--- src/rtl/lcd9_pkg.sv ---
package lcd9_pkg;

    localparam int BYTE_W     = 8;
    localparam int WORD_W     = BYTE_W + 1;
    localparam int MAX_PARAMS = 2;
    localparam int SLOTS      = MAX_PARAMS + 1;
    localparam int FRAME_W    = BYTE_W * (MAX_PARAMS + 2);
    localparam int BITCNT_W   = $clog2(FRAME_W + 1);
    localparam int PCNT_W     = 2;

    typedef enum logic [1:0] {
        ST_IDLE,
        ST_LEAD,
        ST_LOW,
        ST_HIGH
    } ser_state_e;

    typedef struct packed {
        ser_state_e           state;
        logic [FRAME_W-1:0]   shreg;
        logic [BITCNT_W-1:0]  left;
        logic                 sclk;
        logic                 mosi;
        logic                 cs_n;
        logic                 done;
        logic                 ready;
    } ser_regs_t;

endpackage

--- src/rtl/lcd9_framer.sv ---
module lcd9_framer
    import lcd9_pkg::*;
(
    input  logic [BYTE_W-1:0]   opcode,
    input  logic [BYTE_W-1:0]   param0,
    input  logic [BYTE_W-1:0]   param1,
    input  logic [PCNT_W-1:0]   pcount,
    output logic [FRAME_W-1:0]  frame,
    output logic [BITCNT_W-1:0] nbits,
    output logic                legal
);

    logic [BYTE_W-1:0]  byte_in [SLOTS];
    logic [FRAME_W-1:0] slot    [SLOTS];

    assign byte_in[0] = opcode;
    assign byte_in[1] = param0;
    assign byte_in[2] = param1;

    // Each slot places its 9-bit word, left aligned, behind the earlier words
    for (genvar w = 0; w < SLOTS; w++) begin : g_slot
        localparam int SHIFT = w * WORD_W;
        logic [WORD_W-1:0] word;
        assign word    = {1'(w != 0), byte_in[w]};
        assign slot[w] = (PCNT_W'(w) <= pcount)
                       ? ({word, {(FRAME_W-WORD_W){1'b0}}} >> SHIFT)
                       : '0;
    end

    always_comb begin
        frame = '0;
        for (int w = 0; w < SLOTS; w++) begin
            frame = frame | slot[w];
        end
    end

    assign legal = (pcount <= PCNT_W'(MAX_PARAMS));
    assign nbits = BITCNT_W'((32'(pcount) + 32'd2) * BYTE_W);

endmodule

--- src/rtl/lcd9_halftick.sv ---
module lcd9_halftick #(
    parameter int HALF_DIV = 2
) (
    input  logic clk,
    input  logic rst_n,
    input  logic run,
    output logic tick
);

    localparam int DIV_W = (HALF_DIV > 1) ? $clog2(HALF_DIV) : 1;
    localparam logic [DIV_W-1:0] LAST = DIV_W'(HALF_DIV - 1);

    logic [DIV_W-1:0] cnt_d, cnt_q;

    assign tick = run && (cnt_q == LAST);

    always_comb begin
        cnt_d = cnt_q + 1'b1;
        if (!run || tick) begin
            cnt_d = '0;
        end
    end

    always_ff @(posedge clk or negedge rst_n) begin
        if (!rst_n) begin
            cnt_q <= '0;
        end else begin
            cnt_q <= cnt_d;
        end
    end

    // half-periods longer than one cycle never produce back-to-back ticks
    if (HALF_DIV > 1) begin : g_gap_chk
        p_tick_gap_r6: assert property (@(posedge clk) disable iff (!rst_n)
            tick |=> !tick);
    end

endmodule

--- src/rtl/lcd9_shift_fsm.sv ---
module lcd9_shift_fsm
    import lcd9_pkg::*;
(
    input  logic                clk,
    input  logic                rst_n,
    input  logic                in_valid,
    input  logic                legal,
    input  logic [FRAME_W-1:0]  frame,
    input  logic [BITCNT_W-1:0] nbits,
    input  logic                tick,
    output logic                run,
    output logic                in_ready,
    output logic                sclk,
    output logic                mosi,
    output logic                cs_n,
    output logic                done
);

    ser_regs_t d, q;
    logic      launch;

    always_comb begin
        d      = q;
        d.done = 1'b0;
        launch = 1'b0;
        if (q.done) begin
            d.ready = 1'b1;
        end
        case (q.state)
            ST_IDLE: begin
                if (in_valid && q.ready && legal) begin
                    d.state = ST_LEAD;
                    d.cs_n  = 1'b0;
                    d.ready = 1'b0;
                    d.shreg = frame;
                    d.left  = nbits;
                end
            end
            ST_LEAD: begin
                if (tick) begin
                    launch = 1'b1;
                end
            end
            ST_LOW: begin
                if (tick) begin
                    d.sclk  = 1'b1;
                    d.state = ST_HIGH;
                end
            end
            ST_HIGH: begin
                if (tick) begin
                    if (q.left != '0) begin
                        launch = 1'b1;
                    end else begin
                        d.cs_n  = 1'b1;
                        d.done  = 1'b1;
                        d.state = ST_IDLE;
                    end
                end
            end
            default: d.state = ST_IDLE;
        endcase
        // Falling edge: present the next bit
        if (launch) begin
            d.sclk  = 1'b0;
            d.mosi  = q.shreg[FRAME_W-1];
            d.shreg = {q.shreg[FRAME_W-2:0], 1'b0};
            d.left  = q.left - 1'b1;
            d.state = ST_LOW;
        end
    end

    always_ff @(posedge clk or negedge rst_n) begin
        if (!rst_n) begin
            q.state <= ST_IDLE;
            q.shreg <= '0;
            q.left  <= '0;
            q.sclk  <= 1'b1;
            q.mosi  <= 1'b0;
            q.cs_n  <= 1'b1;
            q.done  <= 1'b0;
            q.ready <= 1'b1;
        end else begin
            q <= d;
        end
    end

    assign run      = (q.state != ST_IDLE);
    assign in_ready = q.ready;
    assign sclk     = q.sclk;
    assign mosi     = q.mosi;
    assign cs_n     = q.cs_n;
    assign done     = q.done;

    // clock parked high whenever the panel is deselected
    p_sclk_idle_r5: assert property (@(posedge clk) disable iff (!rst_n)
        cs_n |-> sclk);

    // data moves only together with a falling clock
    p_mosi_on_fall_r5: assert property (@(posedge clk) disable iff (!rst_n)
        !$stable(mosi) |-> $fell(sclk));

    // clock edges only inside a frame
    p_fall_in_frame_r7: assert property (@(posedge clk) disable iff (!rst_n)
        $fell(sclk) |-> !cs_n);

    // done coincides with chip-select release
    p_done_release_r9: assert property (@(posedge clk) disable iff (!rst_n)
        done |-> $rose(cs_n));

    // done is a single-cycle pulse followed by ready
    p_done_pulse_r9: assert property (@(posedge clk) disable iff (!rst_n)
        done |=> (!done && in_ready));

    // no acceptance while a frame is open
    p_busy_not_ready_r9: assert property (@(posedge clk) disable iff (!rst_n)
        !cs_n |-> !in_ready);

endmodule

--- src/rtl/lcd9_cmd_ser.sv ---
module lcd9_cmd_ser
    import lcd9_pkg::*;
#(
    parameter int HALF_DIV = 2
) (
    input  logic        clk,
    input  logic        rst_n,
    input  logic        in_valid,
    output logic        in_ready,
    input  logic [7:0]  in_opcode,
    input  logic [1:0]  in_pcount,
    input  logic [7:0]  in_param0,
    input  logic [7:0]  in_param1,
    output logic        spi_sclk,
    output logic        spi_mosi,
    output logic        spi_cs_n,
    output logic        done
);

    logic [FRAME_W-1:0]  frame;
    logic [BITCNT_W-1:0] nbits;
    logic                legal;
    logic                run;
    logic                tick;

    lcd9_framer u_framer (
        .opcode (in_opcode),
        .param0 (in_param0),
        .param1 (in_param1),
        .pcount (in_pcount),
        .frame  (frame),
        .nbits  (nbits),
        .legal  (legal)
    );

    lcd9_halftick #(
        .HALF_DIV (HALF_DIV)
    ) u_halftick (
        .clk   (clk),
        .rst_n (rst_n),
        .run   (run),
        .tick  (tick)
    );

    lcd9_shift_fsm u_fsm (
        .clk      (clk),
        .rst_n    (rst_n),
        .in_valid (in_valid),
        .legal    (legal),
        .frame    (frame),
        .nbits    (nbits),
        .tick     (tick),
        .run      (run),
        .in_ready (in_ready),
        .sclk     (spi_sclk),
        .mosi     (spi_mosi),
        .cs_n     (spi_cs_n),
        .done     (done)
    );

    // an illegal parameter count leaves the bus idle and stays ready
    p_drop_illegal_r8: assert property (@(posedge clk) disable iff (!rst_n)
        (in_valid && in_ready && in_pcount == 2'd3) |=> (spi_cs_n && in_ready));

endmodule

--- config.mk ---
export PLATFORM = sky130hd
export DESIGN_NAME = lcd9_cmd_ser
export DESIGN_NICKNAME = d
export VERILOG_FILES = /design/src/rtl/lcd9_pkg.sv /design/src/rtl/lcd9_framer.sv /design/src/rtl/lcd9_halftick.sv /design/src/rtl/lcd9_shift_fsm.sv /design/src/rtl/lcd9_cmd_ser.sv
export SDC_FILE = /design/constraint.sdc
export NUM_CORES = 1
export LEC_CHECK = 0
export BUFFER_PORTS_ARGS = -buffer_cell sky130_fd_sc_hd__clkbuf_2
export CORE_MARGIN = 5
export CORE_UTILIZATION = 30
export CTS_CLUSTER_DIAMETER = 50
export DETAILED_ROUTE_END_ITERATION = 10
export PLACE_DENSITY = 0.58
export SLEW_MARGIN = 40
export SYNTH_ARGS = -nofsm -noshare
export SYNTH_HDL_FRONTEND = slang
export SYNTH_HIERARCHICAL = 1
export SYNTH_SLANG_ARGS = --single-unit
--- constraint.sdc ---
create_clock -name clk -period 4.67 [get_ports clk]
set_input_delay 0.467 -clock clk [delete_from_list [all_inputs] [get_ports clk]]
set_output_delay 0.467 -clock clk [all_outputs]
set_load 0.01 [all_outputs]
# Word level (Yosys, flattened, before mapping)
# Index checks and enable logic that the tools add are counted.
dict set report word_totals {
  register_bits 46
  input_bits 29
  out_inout_bits 5
  wordCells 71
}
dict set report classes {
  n_addsub 3
  n_lt_le_gt_ge 4
  n_eq_ne 10
  muxes 25
  bitwise_logic 2
  n_reduce_logical 18
}
# operator count
set ops {}
lappend ops {{bitwise OR 32 bit} 2}
lappend ops {{2-to-1 mux 42 bit} 1}
lappend ops {{2-to-1 mux 40 bit} 1}
lappend ops {{2-to-1 mux 38 bit} 1}
lappend ops {{2-to-1 mux 31 bit} 1}
lappend ops {{2-to-1 mux 23 bit} 1}
lappend ops {{2-to-1 mux 14 bit} 1}
lappend ops {{nonzero test 2 bit} 6}
lappend ops {{2-to-1 mux 1 bit} 11}
lappend ops {{2-to-1 mux 2 bit} 5}
lappend ops {{inequality test 3 x 2 -> 1 bit (second input constant)} 3}
lappend ops {{one-hot mux 2 bit (3 select lines)} 1}
lappend ops {{nonzero test 6 bit} 1}
lappend ops {{subtractor 6 x 1 -> 6 bit (second input constant)} 1}
lappend ops {{AND reduction 5 bit} 1}
lappend ops {{equality test 2 bit (second input constant)} 2}
lappend ops {{<= comparator 1 x 2 -> 1 bit (first input constant)} 2}
lappend ops {{inequality test 2 bit (second input constant)} 2}
lappend ops {{one-hot mux 1 bit (2 select lines)} 2}
lappend ops {{AND reduction 2 bit} 2}
lappend ops {{AND reduction 4 bit} 1}
lappend ops {{nonzero test 4 bit} 1}
lappend ops {{adder 2 x 2 -> 3 bit (second input constant)} 1}
lappend ops {{logical AND 1 bit} 3}
lappend ops {{9 further kinds} 9}

# Logic depth before layout (Yosys ltp)
dict set report depth {
  ltp_word 7
  ltp_mapped 8
  mapped_depth_nobuf 6
}

# Modules after synthesis
# Netlist, hierarchy kept.
# mod instances cells_per_inst area_each_um2 seq_area_each_um2
set by_module_without_submodules {}
lappend by_module_without_submodules {lcd9_shift_fsm 1 171 2039.5 1129.8}
lappend by_module_without_submodules {lcd9_framer 1 43 310.3 0.0}
lappend by_module_without_submodules {lcd9_halftick 1 3 41.3 25.0}

# Least setup slack after synthesis
# No wires, ideal clock.
dict set report synth_path {
  kind {reg-to-reg}
  from {reg (tool-made name)}
  to {reg u_fsm/q[8] in the netlist's numbering}
  setup_time_ps 126
  arrival_time_ps 1783
  required_time_ps 4544
  path_slack_ps 2761
  path_stages_with_launch 8
  n_path_buf 1
  period_less_slack_ps 1909
  cell_sequence {dfrtp_1 > or2_2 > and2_2 > nand2_1 > a31oi_2 > buf_2 > a22o_1 > a221o_1}
}
# element line_no
set synth_rtl {}
lappend synth_rtl {{end: declaration} lcd9_shift_fsm.sv:19} ;# ser_regs_t d, q;

==> out/metrics.cfg <==
[logic_synthesis]
synth.avg_cell_area_um2 = 11.02
yosysTopAreaCellShare_pct = 45.00
yosysWarnings = 6
yosysUniqueCellTypes = 43
syn_area_um2 = 2391
synth_top_area_cell = dfrtp_1
ys_ff_latch = 46
synth.most_common_cell = dfrtp_1
synth_top_flop_cell = dfrtp_1
synthCells = 217
ys_seq_area_share_pct = 48.30
synthArstFlopShare_pct = 100.0
synthTopCellsByCount = dfrtp_1, a22o_1, a21o_1
synth_edf_count = 0
synthTopCellsByArea = dfrtp_1, a22o_1, a21o_1

[critical_path]
crit_path_end_kind = flip-flop
crit_type = reg -> reg
cpPeakStageDelay_ns = 0.50
crit_family = compound AO/OA/AOI/OAI gates
slowest_stage = dfrtp_1
arrival_ns = 2.50
cp_max_fo = 34
crit_required_ns = 4.85
cp.buffers_inverters = 1
path_cells = or2_2 > and2_2 > nand2_1 > a31oi_4 > nor2_2 > buf_4 > a221o_1
worstSetupStartpointType = flip-flop

[timing]
rsz0062_at_grt = no
worst_pin_slew_ns = 0.5808
hold_ws_ns = 0.2486
setup_viol = 0
fin_ws_ns = 2.357
final.period_utilization_pct = 49.53
final_max_slew_viol_count = 0
hold_violations = 0
final.min_clock_period_ns = 2.313
fin_skew_ns = 0.006624
finalSetupTns_ns = 0
timing.slew.headroom_pct = 61.28
clock.fmax_mhz = 432.4

[grt]
use_met2_pct = 17.25
grt_max_degree = 47
grt_antenna_before_repair = 0
grt_pass1_vias = 1754
grt_usage_pct = 10.36
grt_overflow = 0
use_met3_pct = 3.015
grt_busiest_layer = met2
use_met1_pct = 12.90
grt_first_pass_wirelength_um = 8280

[layout]
n_antenna_cell = 0
nets = 266
fin_cells = 339
layout-drive-gt1-share_pct = 26.58
area_growth_pct = 11.04

[detailed_routing]
drc_errors = 0
avgViaCountPerCell = 4.782
drt-initial-drc-count = 98
vias = 1621
drtAntennaViolNets = 0
detail_route.wl_per_cell_um = 14.01
drt_pass1_iterations = 4
wirelength_um = 4748

[floorplanning]
die_y_um = 99.28
dieArea_um2 = 9856
coreArea_um2 = 7727
rows = 32
start_util_pct = 30.94
fp.dieW_um = 99.28
io_pins = 34

[run]
maxCapViolCount = 0

[power]
power.leakage_nw = 1.449
p_switching_uw = 497.1
p_total_mw = 1.455
seqPwrFrac_pct = 44.4
power_frac_comb_pct = 35.7
p_per_area_nw_per_um2 = 548.0
internal-power_uw = 957.8
sw_frac_of_total_pct = 34.17
p_clk_share_pct = 19.9
max-vdd-ir-drop_mv = 0.1726

[clock_network]
cts_resized = 0
root_buffer = clkbuf_8
cts.sinks = 46
clk_pin_slew_ns = 0.08
htree_levels = 2
cts_buffer_depth = 2
cts_tree = yes
insertion_delay_ns = 0.30
post_cts_buffers = 0
cts_made_buffers = 5
hold_buffers = 0

[placement]
gp_congestion = 0.7466
dp.cells = 331
post-place-ws_ns = 2.371
io_buffers = 33
place_hpwl_um = 3284

[outcome]
status = complete, no violations

[worst_hold_path]
min_path_type = in -> async

-- cell families after synthesis --
logic type      synth area share [%]
flops                          48.30
other cells                   0.1568
buf+inv                        10.10
compound gates                 29.62
mux                           0.4709
simple gates                   10.47
xor+xnor                      0.3664
fa+ha+maj                     0.5232
-- cells in the final DEF (no fill, tap or decap), drive strengths merged, types with 2 or more instances in the layout --
cell    Yosys  layout
dfrtp      43      43
clkbuf      3      38
a22o       33      33
a21o       31      31
o21a        9       9
conb        1       9
nor2        9       9
and2        9       9
nor3        5       5
buf        31       5
nand2       4       4
inv         3       3
nand3       3       3
a21oi       3       3
dfstp       3       3
or2         3       3
nor3b       3       3
clkinv      0       2
o31a        2       2
a221o       2       2
-- per-stage QoR --
step                      util (%)  instance area, um^2
after floorplan                  -                 2421
after global placement       32.55                 2515
after detailed placement     32.95                 2546
after CTS                    34.36                 2655
after global routing         34.36                 2655
final                        34.36                 2655
-- cell type report --
class	count	area (um^2)
Timing Repair Buffer	38	214.0
Inverter	3	11.26
Sequential cell	46	1155
Multi-Input combinational cell	142	1039
Fill cell	809	5072
Clock inverter	3	40.04
Clock buffer	5	68.82
Tap cell	102	127.6
-- state kept, by name (all words and copies together) (netlist names), named ones only --
name and cells:
u_fsm/sclk 1, u_fsm/done 1, u_fsm/in_ready 1, u_fsm/mosi 1, u_fsm/cs_n 1, u_fsm/q 39, u_halftick/cnt_q 1
-- power by group through the flow --
stage               Sequential [mW]  Combinational, mW  Clock [mW]
floorplan                     0.636              0.399           0
global placement              0.650              0.488           0
detailed placement            0.655              0.524           0
CTS                           0.647              0.526       0.302
global route                  0.666              0.587       0.319
finish                        0.646              0.520       0.289
-- worst register-to-register path: cells and delay by family, from the launching register on --
kind	cells	cell delay (ns)
buffers and inverters	1	0.26
AO/OA/AOI/OAI	2	0.80
flip-flops	1	0.50
AND/OR/NAND/NOR	4	0.65
-- metal layers --
metal / share of wire [%] / vias up
met1: 47 / 790
met4: 0.97 / 0
met5: 0 / -
met2: 49 / 22
met3: 3.2 / 5
li1: - / 804
-- final timing paths --
| path | to | from | slack [ns] | cells after the start |
|---|---|---|---|---|
| max in group asynchronous | u_fsm/q[10] | rst_n | 4.02 | 2 |
| worst max-delay path | u_fsm/q[8] | flip-flop | 2.36 | 7 |
| worst min register to register | u_fsm/q[19] | u_fsm/q[19] | 0.48 | 1 |
| worst max register to register | u_fsm/q[8] | flip-flop | 2.36 | 7 |
| min in group clk | u_fsm/q[40] | in_opcode[6] | 0.48 | 3 |
| worst min-delay path | u_halftick/cnt_q | rst_n | 0.25 | 2 |
(Power assumes the default switching activity.)
